===== config.mk =====
export PLATFORM = sky130hd
export DESIGN_NAME = bist_pingpong_seq
export DESIGN_NICKNAME = d
export VERILOG_FILES = /design/src/rtl/bist_seq_pkg.sv /design/src/rtl/bist_seq_ctrl.sv /design/src/rtl/bist_scan_drv.sv /design/src/rtl/bist_sig_lane.sv /design/src/rtl/bist_pingpong_seq.sv
export SDC_FILE = /design/constraint.sdc
export NUM_CORES = 1
export LEC_CHECK = 0
export BUFFER_PORTS_ARGS = -buffer_cell sky130_fd_sc_hd__buf_2
export CAP_MARGIN = 20
export CORE_UTILIZATION = 60
export DETAILED_ROUTE_END_ITERATION = 8
export PLACE_DENSITY = 0.84
export SYNTH_ARGS = -nofsm -noshare
export SYNTH_HDL_FRONTEND = slang
export SYNTH_SLANG_ARGS = --single-unit

===== constraint.sdc =====
create_clock -name clk -period 6.07 [get_ports clk]
set_input_delay 1.214 -clock clk [delete_from_list [all_inputs] [get_ports clk]]
set_output_delay 1.214 -clock clk [all_outputs]
set_load 0.005 [all_outputs]

===== src/rtl/bist_seq_pkg.sv =====
package bist_seq_pkg;

    typedef enum logic [1:0] {
        MD_SHIFT = 2'b00,
        MD_CLEAR = 2'b01,
        MD_SIG   = 2'b10,
        MD_NORM  = 2'b11
    } reg_mode_e;

    typedef enum logic [2:0] {
        PH_IDLE,
        PH_LOAD_A,
        PH_RUN_A,
        PH_SWAP,
        PH_RUN_B,
        PH_DRAIN,
        PH_DONE
    } phase_e;

    typedef struct packed {
        reg_mode_e a;
        reg_mode_e b;
    } mode_pair_t;

    function automatic logic is_scan(phase_e ph);
        return (ph == PH_LOAD_A) || (ph == PH_SWAP) || (ph == PH_DRAIN);
    endfunction

    function automatic logic is_busy(phase_e ph);
        return (ph != PH_IDLE) && (ph != PH_DONE);
    endfunction

    function automatic phase_e next_phase(phase_e ph);
        case (ph)
            PH_LOAD_A: return PH_RUN_A;
            PH_RUN_A:  return PH_SWAP;
            PH_SWAP:   return PH_RUN_B;
            PH_RUN_B:  return PH_DRAIN;
            PH_DRAIN:  return PH_DONE;
            default:   return ph;
        endcase
    endfunction

    function automatic mode_pair_t modes_for(phase_e ph);
        mode_pair_t m;
        case (ph)
            PH_LOAD_A: begin m.a = MD_SHIFT; m.b = MD_CLEAR; end
            PH_RUN_A:  begin m.a = MD_SIG;   m.b = MD_SIG;   end
            PH_SWAP:   begin m.a = MD_CLEAR; m.b = MD_SHIFT; end
            PH_RUN_B:  begin m.a = MD_SIG;   m.b = MD_SIG;   end
            PH_DRAIN:  begin m.a = MD_SHIFT; m.b = MD_NORM;  end
            default:   begin m.a = MD_NORM;  m.b = MD_NORM;  end
        endcase
        return m;
    endfunction

endpackage


===== src/rtl/bist_seq_ctrl.sv =====
module bist_seq_ctrl
    import bist_seq_pkg::*;
#(
    parameter int W     = 8,
    parameter int CNT_W = 16
) (
    input  logic             clk,
    input  logic             rst,
    input  logic             start_i,
    input  logic [CNT_W-1:0] run_cycles_i,
    output phase_e           phase_o,
    output logic [CNT_W-1:0] step_o,
    output logic             last_o,
    output logic             accept_o
);
    localparam logic [CNT_W-1:0] SCAN_LEN = CNT_W'(W);

    phase_e           phase_q;
    logic [CNT_W-1:0] step_q;
    logic [CNT_W-1:0] run_len_q;
    logic [CNT_W-1:0] cur_len;

    always_comb begin
        cur_len  = is_scan(phase_q) ? SCAN_LEN : run_len_q;
        last_o   = is_busy(phase_q) && (step_q == cur_len - CNT_W'(1));
        accept_o = start_i && !is_busy(phase_q);
    end

    always_ff @(posedge clk) begin
        if (rst) begin
            phase_q   <= PH_IDLE;
            step_q    <= '0;
            run_len_q <= CNT_W'(1);
        end else if (accept_o) begin
            phase_q   <= PH_LOAD_A;
            step_q    <= '0;
            run_len_q <= (run_cycles_i == '0) ? CNT_W'(1) : run_cycles_i;
        end else if (last_o) begin
            phase_q <= next_phase(phase_q);
            step_q  <= '0;
        end else if (is_busy(phase_q)) begin
            step_q <= step_q + CNT_W'(1);
        end
    end

    assign phase_o = phase_q;
    assign step_o  = step_q;
endmodule


===== src/rtl/bist_scan_drv.sv =====
module bist_scan_drv
    import bist_seq_pkg::*;
#(
    parameter int          W      = 8,
    parameter int          CNT_W  = 16,
    parameter logic [W-1:0] SEED_A = 8'h81,
    parameter logic [W-1:0] SEED_B = 8'h3C
) (
    input  phase_e           phase_i,
    input  logic [CNT_W-1:0] step_i,
    output logic             scan_in_a_o,
    output logic             scan_in_b_o
);
    localparam int IW = (W > 1) ? $clog2(W) : 1;

    logic [IW-1:0] pos;

    always_comb begin
        pos         = IW'(W - 1) - step_i[IW-1:0];
        scan_in_a_o = (phase_i == PH_LOAD_A) ? SEED_A[pos] : 1'b0;
        scan_in_b_o = (phase_i == PH_SWAP)   ? SEED_B[pos] : 1'b0;
    end
endmodule


===== src/rtl/bist_sig_lane.sv =====
module bist_sig_lane #(
    parameter int W = 8
) (
    input  logic         clk,
    input  logic         rst,
    input  logic         clear_i,
    input  logic [W-1:0] exp_i,
    input  logic         active_i,
    input  logic         last_i,
    input  logic         sbit_i,
    output logic         mismatch_o
);
    logic [W-1:0] exp_q;
    logic [W-1:0] cap_q;
    logic [W-1:0] word;

    always_comb begin
        word       = {cap_q[W-2:0], sbit_i};
        mismatch_o = active_i && last_i && (word != exp_q);
    end

    always_ff @(posedge clk) begin
        if (rst) begin
            exp_q <= '0;
            cap_q <= '0;
        end else if (clear_i) begin
            exp_q <= exp_i;
            cap_q <= '0;
        end else if (active_i) begin
            cap_q <= word;
        end
    end
endmodule


===== src/rtl/bist_pingpong_seq.sv =====
module bist_pingpong_seq
    import bist_seq_pkg::*;
#(
    parameter int           W      = 8,
    parameter int           CNT_W  = 16,
    parameter logic [W-1:0] SEED_A = 8'h81,
    parameter logic [W-1:0] SEED_B = 8'h3C
) (
    input  logic             clk,
    input  logic             rst,
    input  logic             start_i,
    input  logic [CNT_W-1:0] run_cycles_i,
    input  logic [W-1:0]     exp_sig_a_i,
    input  logic [W-1:0]     exp_sig_b_i,
    input  logic             scan_out_a_i,
    input  logic             scan_out_b_i,
    output logic             scan_in_a_o,
    output logic             scan_in_b_o,
    output logic [1:0]       mode_a_o,
    output logic [1:0]       mode_b_o,
    output logic             done_o,
    output logic             fail_o
);
    localparam int LANES = 2;

    phase_e           phase;
    logic [CNT_W-1:0] step;
    logic             last;
    logic             accept;
    logic [LANES-1:0] mism;
    logic             fail_q;
    mode_pair_t       mp;

    bist_seq_ctrl #(.W(W), .CNT_W(CNT_W)) u_ctrl (
        .clk          (clk),
        .rst          (rst),
        .start_i      (start_i),
        .run_cycles_i (run_cycles_i),
        .phase_o      (phase),
        .step_o       (step),
        .last_o       (last),
        .accept_o     (accept)
    );

    bist_scan_drv #(.W(W), .CNT_W(CNT_W), .SEED_A(SEED_A), .SEED_B(SEED_B)) u_drv (
        .phase_i     (phase),
        .step_i      (step),
        .scan_in_a_o (scan_in_a_o),
        .scan_in_b_o (scan_in_b_o)
    );

    // lane 0 reads register B during the swap, lane 1 reads register A during the drain
    for (genvar g = 0; g < LANES; g++) begin : g_lane
        bist_sig_lane #(.W(W)) u_lane (
            .clk        (clk),
            .rst        (rst),
            .clear_i    (accept),
            .exp_i      ((g == 0) ? exp_sig_a_i : exp_sig_b_i),
            .active_i   (phase == ((g == 0) ? PH_SWAP : PH_DRAIN)),
            .last_i     (last),
            .sbit_i     ((g == 0) ? scan_out_b_i : scan_out_a_i),
            .mismatch_o (mism[g])
        );
    end

    always_ff @(posedge clk) begin
        if (rst)         fail_q <= 1'b0;
        else if (accept) fail_q <= 1'b0;
        else if (|mism)  fail_q <= 1'b1;
    end

    always_comb begin
        mp       = modes_for(phase);
        mode_a_o = mp.a;
        mode_b_o = mp.b;
        done_o   = (phase == PH_DONE);
        fail_o   = fail_q;
    end
endmodule


# == Word level (Yosys, flattened, before mapping) ==
# Memory sizes are Yosys's and may differ from the RTL's.
# Cells that the tools add are included.
# word_totals
register_bits,66
rom_bits,16
in_bits,37
n_memories,2
# op_classes
n_addsub,3
magnitude_cmp,1
n_eq_ne,10
mux,10
n_reduce_logical,21
# mem_list
name,words,width,rd,rd_ports_with_merged_regs,write_ports,line,rtl
(no name shown),8,1,1,0,0,bist_scan_drv.sv:20,scan_in_a_o = (phase_i == PH_LOAD_A) ? SEED_A[pos] : 1'b0;
(no name shown),8,1,1,0,0,bist_scan_drv.sv:21,scan_in_b_o = (phase_i == PH_SWAP) ? SEED_B[pos] : 1'b0;
# op_table
operator,count
16-bit 2-to-1 mux,2
"16-bit by 1-bit adder with 16-bit output, second input constant",1
16-bit == test,1
16-bit logical NOT,1
8-bit != test,2
4-bit one-hot mux with 4 select lines,1
"16-bit by 1-bit subtractor with 16-bit output, second input constant",1
3-bit one-hot mux with 5 select lines,1
"3-bit == test, second input constant",3
1-bit logical AND,7
"3-bit by 2-bit == test with 1-bit output, second input constant",2
1-bit 2-to-1 mux,6
6-bit nonzero test,1
2-bit OR reduction,3
5-bit nonzero test,1
"3-bit by 4-bit less-than comparator with 1-bit output, second input constant",1
2-bit AND reduction,2
"3-bit by 1-bit == test with 1-bit output, second input constant",1
"3-bit != test, second input constant",1
3-bit nonzero test,1
3-bit OR reduction,1
"3-bit subtractor, first input constant",1
1-bit logical OR,2
2-bit nonzero test,1
1-bit logical NOT,1

# == Longest topological paths before layout ==
# logic_depth
ltp_word,10
ltp_mapped,15
mapped_depth_nobuf,12

# == By module ==
# Synthesis repeated with hierarchy kept, for this count alone.
# unflattened
hier_cells,438
area_unflattened_um2,3793.6
# modules_own_cells
mod,instances,cells_each,area_each_um2,seq_area_each_um2
bist_seq_ctrl,1,294,2334.7,700.7
bist_sig_lane,2,62,659.4,300.3
bist_pingpong_seq,1,14,92.6,20.0
bist_scan_drv,1,6,47.5,0.0

# == Worst setup path before layout ==
# No wires, ideal clock.
# synth_timing
kind,reg2reg
startpoint,register u_ctrl.phase_q[2] (netlist: u_ctrl.phase_o[2])
endpoint,register u_ctrl.phase_q[0] (netlist: u_ctrl.phase_o[0])
setup_ns,0.121
arrival_ns,3.135
t_required_ns,5.949
slack_ns,2.814
path_stages_with_launch,14
n_path_buf,2
period_less_slack_ns,3.256
path_cell_list,dfxtp_1 -> buf_4 -> a21boi_2 -> inv_2 -> clkbuf_1 -> nand2_1 -> ha_1 -> or4b_4 -> or3_1 -> a21oi_1 -> xnor2_1 -> nand4_1 -> nor2_1 -> mux2_2
# synth_between
elab_chain_len,9
elab_cells_between_ends,22
# synth_lines
item,line,rtl
start: declaration,bist_seq_ctrl.sv:18,phase_e phase_q;
start signal: assignment,bist_seq_ctrl.sv:39,phase_q <= next_phase(phase_q);
3-bit by 1-bit == test with 1-bit output / 3-bit by 2-bit == test with 1-bit output (equally long branches),"bist_seq_pkg.sv:26, bist_seq_pkg.sv:34",
1-bit logical OR (2 in a row),bist_seq_pkg.sv:26,return (ph == PH_LOAD_A) || (ph == PH_SWAP) || (ph == PH_DRAIN);
16-bit 2-to-1 mux,bist_seq_ctrl.sv:24,cur_len = is_scan(phase_q) ? SCAN_LEN : run_len_q;
16-bit by 1-bit subtractor with 16-bit output,bist_seq_ctrl.sv:25,last_o = is_busy(phase_q) && (step_q == cur_len - CNT_W'(1));
16-bit == test,bist_seq_ctrl.sv:25,
1-bit logical AND,bist_seq_ctrl.sv:25,
2-bit nonzero test (no source line),--,
2-bit AND reduction (no source line),--,
# Several ways; a longest one is shown, not always the timed one. The select of a mux whose other input is x is not followed.
# A chain may end at the register's enable or synchronous reset.

# == Worst setup path after layout ==
# layout_timing
startpoint,register u_ctrl.phase_q[0] (netlist: u_ctrl.phase_o[0])
endpoint,register u_ctrl.step_q[9] (netlist: u_ctrl.step_o[9])
# layout_between
elab_chain_len,8
elab_cells_between_ends,15
# layout_lines
item,line,rtl
3-bit by 1-bit == test with 1-bit output / 3-bit by 2-bit == test with 1-bit output (equally long branches),bist_seq_pkg.sv:26,
1-bit logical OR (2 in a row),bist_seq_pkg.sv:26,
16-bit 2-to-1 mux,bist_seq_ctrl.sv:24,
16-bit by 1-bit subtractor with 16-bit output,bist_seq_ctrl.sv:25,
16-bit == test,bist_seq_ctrl.sv:25,
1-bit logical AND,bist_seq_ctrl.sv:25,
3-bit OR reduction (no source line),--,
end signal: assignment,bist_seq_ctrl.sv:42,step_q <= step_q + CNT_W'(1);
end: declaration,bist_seq_ctrl.sv:19,logic [CNT_W-1:0] step_q;
# Several ways; a longest one is shown, not always the timed one.

==> results.sh <==
export IMPL_slew_violations=0
export IMPL_synthDistinctLibCells=56
export IMPL_layout_commonest_cell="dfxtp_1"
export IMPL_vias_per_cell=6.035
export IMPL_ys_flop_type="dfxtp_1"
export IMPL_dp_cells=501
export IMPL_yosys_area_share_adder=0.01781
export IMPL_synth_edf_count=0
export IMPL_setup_viol=0
export IMPL_grt_pass1_vias=2974
export IMPL_chipWidth_microns=78.51
export IMPL_cts_buffer_depth=2
export IMPL_fin_skew_ns=0.01064
export IMPL_grt_max_degree=31
export IMPL_switchingPower_uw=268.7
export IMPL_portBuffers=44
export IMPL_postCtsSetupBuffers=0
export IMPL_tightestPinTransition_ns=0.7387
export IMPL_htreeDepth=3
export IMPL_firstDrtPassIters=4
export IMPL_dp_hpwl_microns=5977
export IMPL_avgSynthCellArea_sq_um=8.651
export IMPL_drc_errors=0
export IMPL_cts_tree="built"
export IMPL_hold_start="g_lane[1].u_lane.exp_q[6]"
export IMPL_fin_cells=516
export IMPL_path_clk_slew_ns=0.08
export IMPL_required_ns=6.28
export IMPL_dr_first_iter_drc_count=272
export IMPL_root_buffer="clkbuf_8"
export IMPL_yosysSeqAreaShare=0.3762
export IMPL_slew_headroom=0.5047
export IMPL_clkSinkCount=66
export IMPL_rsz0062_at_grt="no"
export IMPL_crit_type="register to register"
export IMPL_r2r_setup_slack_ns=1.82
export IMPL_cts_hold_buffers=0
export IMPL_synthesis_area_sq_um=3512
export IMPL_synthArstFlopShare=0
export IMPL_power_density_nw_per_um2=245.6
export IMPL_p_int_uw=696.5
export IMPL_multi_input_area_sq_um=2042
export IMPL_wire_per_inst_microns=15.65
export IMPL_nets=482
export IMPL_switching_share=0.2784
export IMPL_min_period_ns=4.248
export IMPL_syn2layout_area_growth_pct=11.90
export IMPL_drtAntennaViolNets=0
export IMPL_hold_class="register to register"
export IMPL_seqPwrFrac=0.488
export IMPL_power_frac_comb=0.138
export IMPL_rr_startpoint="u_ctrl.phase_o[0]"
export IMPL_synthSimpleGateAreaFrac=0.2276
export IMPL_core_sq_um=5574
export IMPL_yosys_warnings=0
export IMPL_synth_cells=406
export IMPL_fill_cells=454
export IMPL_post_route_period_util=0.6998
export IMPL_end_kind="register"
export IMPL_cp_arrival_ns=4.45
export IMPL_final_setup_worst_slack_ns=1.822
export IMPL_ys_seq_elements=66
export IMPL_whs_path_depth=1
export IMPL_yosysTopAreaCellShare=0.3762
export IMPL_fin_area_sq_um=3930
export IMPL_dieHeight_microns=78.51
export IMPL_wl_microns=8073
export IMPL_max_vdd_ir_drop_v=0.0001823
export IMPL_leakagePower_uw=0.001677
export IMPL_synth_nets=448
export IMPL_diodes=0
export IMPL_synthTopCellsByArea="dfxtp_1, a22o_1, xor2_1"
export IMPL_insertion_delay_ns=0.35
export IMPL_antenna_found_initial=0
export IMPL_seq_area_sq_um=1321
export IMPL_critPathMaxFanout=16
export IMPL_gp_congestion=0.9416
export IMPL_cap_violations=0
export IMPL_synth_top_family_by_area="simple AND/OR/NAND/NOR gates"
export IMPL_dpl_cell_area_sq_um=3737
export IMPL_row_count=27
export IMPL_fin_util=0.7051
export IMPL_outcome="finished clean"
export IMPL_hold_path_end="g_lane[1].u_lane.exp_q[6]"
export IMPL_grt_pass1_wl_microns=13460
export IMPL_pwr_share_clk=0.374
export IMPL_cts_repair_resized=0
export IMPL_drive_above_1_share=0.1689
export IMPL_max_freq_ghz=0.2354
export IMPL_synth_xor_xnor_area_share=0.09975
export IMPL_cts_inserted_buffers=9
export IMPL_cp_start_kind="register"
export IMPL_reg2reg_to="u_ctrl.step_o[9]"
export IMPL_hold_violations=0
export IMPL_synth_compound_area_frac=0.1892
export IMPL_die_area_sq_um=6164
export IMPL_yosysTopAreaCell="dfxtp_1"
export IMPL_layout_common_cells="dfxtp_1, nor2_1, buf_2"
export IMPL_r2r_cells=11
export IMPL_tns_ns=0
export IMPL_ios=45
export IMPL_initial_utilization=0.6301
export IMPL_grt_usage=0.2782
export IMPL_vias=3114
export IMPL_overflow=0
export IMPL_muxShareOfSynthArea=0.04596
export IMPL_place_ws_ns=1.873
critical path, stage by stage, from the launching register on:
cell      delay (ns)
dfxtp_1         0.61
a21boi_2        0.68
inv_2           0.27
nand2_1         0.14
ha_1            0.20
or4b_4          0.52
nor4_4          0.29
o311ai_0        0.20
a211oi_2        0.27
nand4_2         0.23
o21ai_2         0.59
nor2_1          0.12
synth_stat cells, types with 12 or more instances:
master	n
a21oi_1	18
inv_1	12
a22o_1	30
mux2i_1	15
xor2_1	26
nor2_1	53
dfxtp_1	66
xnor2_1	14
clkbuf_1	18
nand3_1	12
nor4_1	15
nand2_1	25
through the flow:
stage          total power [uW]  hold WS, ns
2_1_floorplan             573.6       0.4702
3_3_place_gp              608.1       0.4828
3_5_place_dp              611.7       0.4931
4_1_cts                   967.4       0.5112
5_1_grt                    1004       0.5274
6_report                  965.2       0.5120
power by group through the flow:
stage	Combinational [uW]	Clock, uW	Sequential (uW)
finish	133	361	471
global route	147	384	473
CTS	132	365	470
detailed placement	131	0	480
global placement	129	0	479
floorplan	105	0	469
flip-flops by register name, summed over array words and instances (netlist names):
register	cells
fail_o	1
g_lane.u_lane.cap_q	14
g_lane.u_lane.exp_q	16
u_ctrl.phase_o	3
u_ctrl.run_len_q	16
u_ctrl.step_o	16
metal layers:
metal / vias up / routed length [microns] / GRT usage
met5: - / 0 / 0
met4: 0 / 194 / 0.1352
met3: 18 / 397 / 0.04767
met2: 81 / 3878 / 0.4617
met1: 1471 / 3602 / 0.3465
li1: 1544 / - / -
logic make-up after synthesis:
logic type      Yosys count
simple gates            155
compound gates           88
flops                    66
xor+xnor                 40
buf+inv                  36
mux                      16
fa+ha+maj                 5
worst max-delay path by stage:
stage | cells past startpoint | to | startpoint
floorplan | 13 | u_ctrl.phase_o[0] | u_ctrl.phase_o[2]
global placement | 11 | u_ctrl.step_o[13] | u_ctrl.phase_o[0]
detailed placement | 11 | u_ctrl.step_o[9] | u_ctrl.phase_o[0]
CTS | 11 | u_ctrl.step_o[9] | u_ctrl.phase_o[0]
global route | 11 | u_ctrl.step_o[3] | u_ctrl.phase_o[0]
finish | 11 | u_ctrl.step_o[9] | u_ctrl.phase_o[0]
cell type report:
| class | instances | share of cell area |
|---|---|---|
| Multi-Input combinational cell | 304 | 0.5196 |
| Sequential cell | 66 | 0.3362 |
| Timing Repair Buffer | 46 | 0.05985 |
| Clock buffer | 9 | 0.03152 |
| Tap cell | 72 | 0.02292 |
| Clock inverter | 6 | 0.01751 |
| Inverter | 13 | 0.01242 |
(Power assumes the default switching activity.)
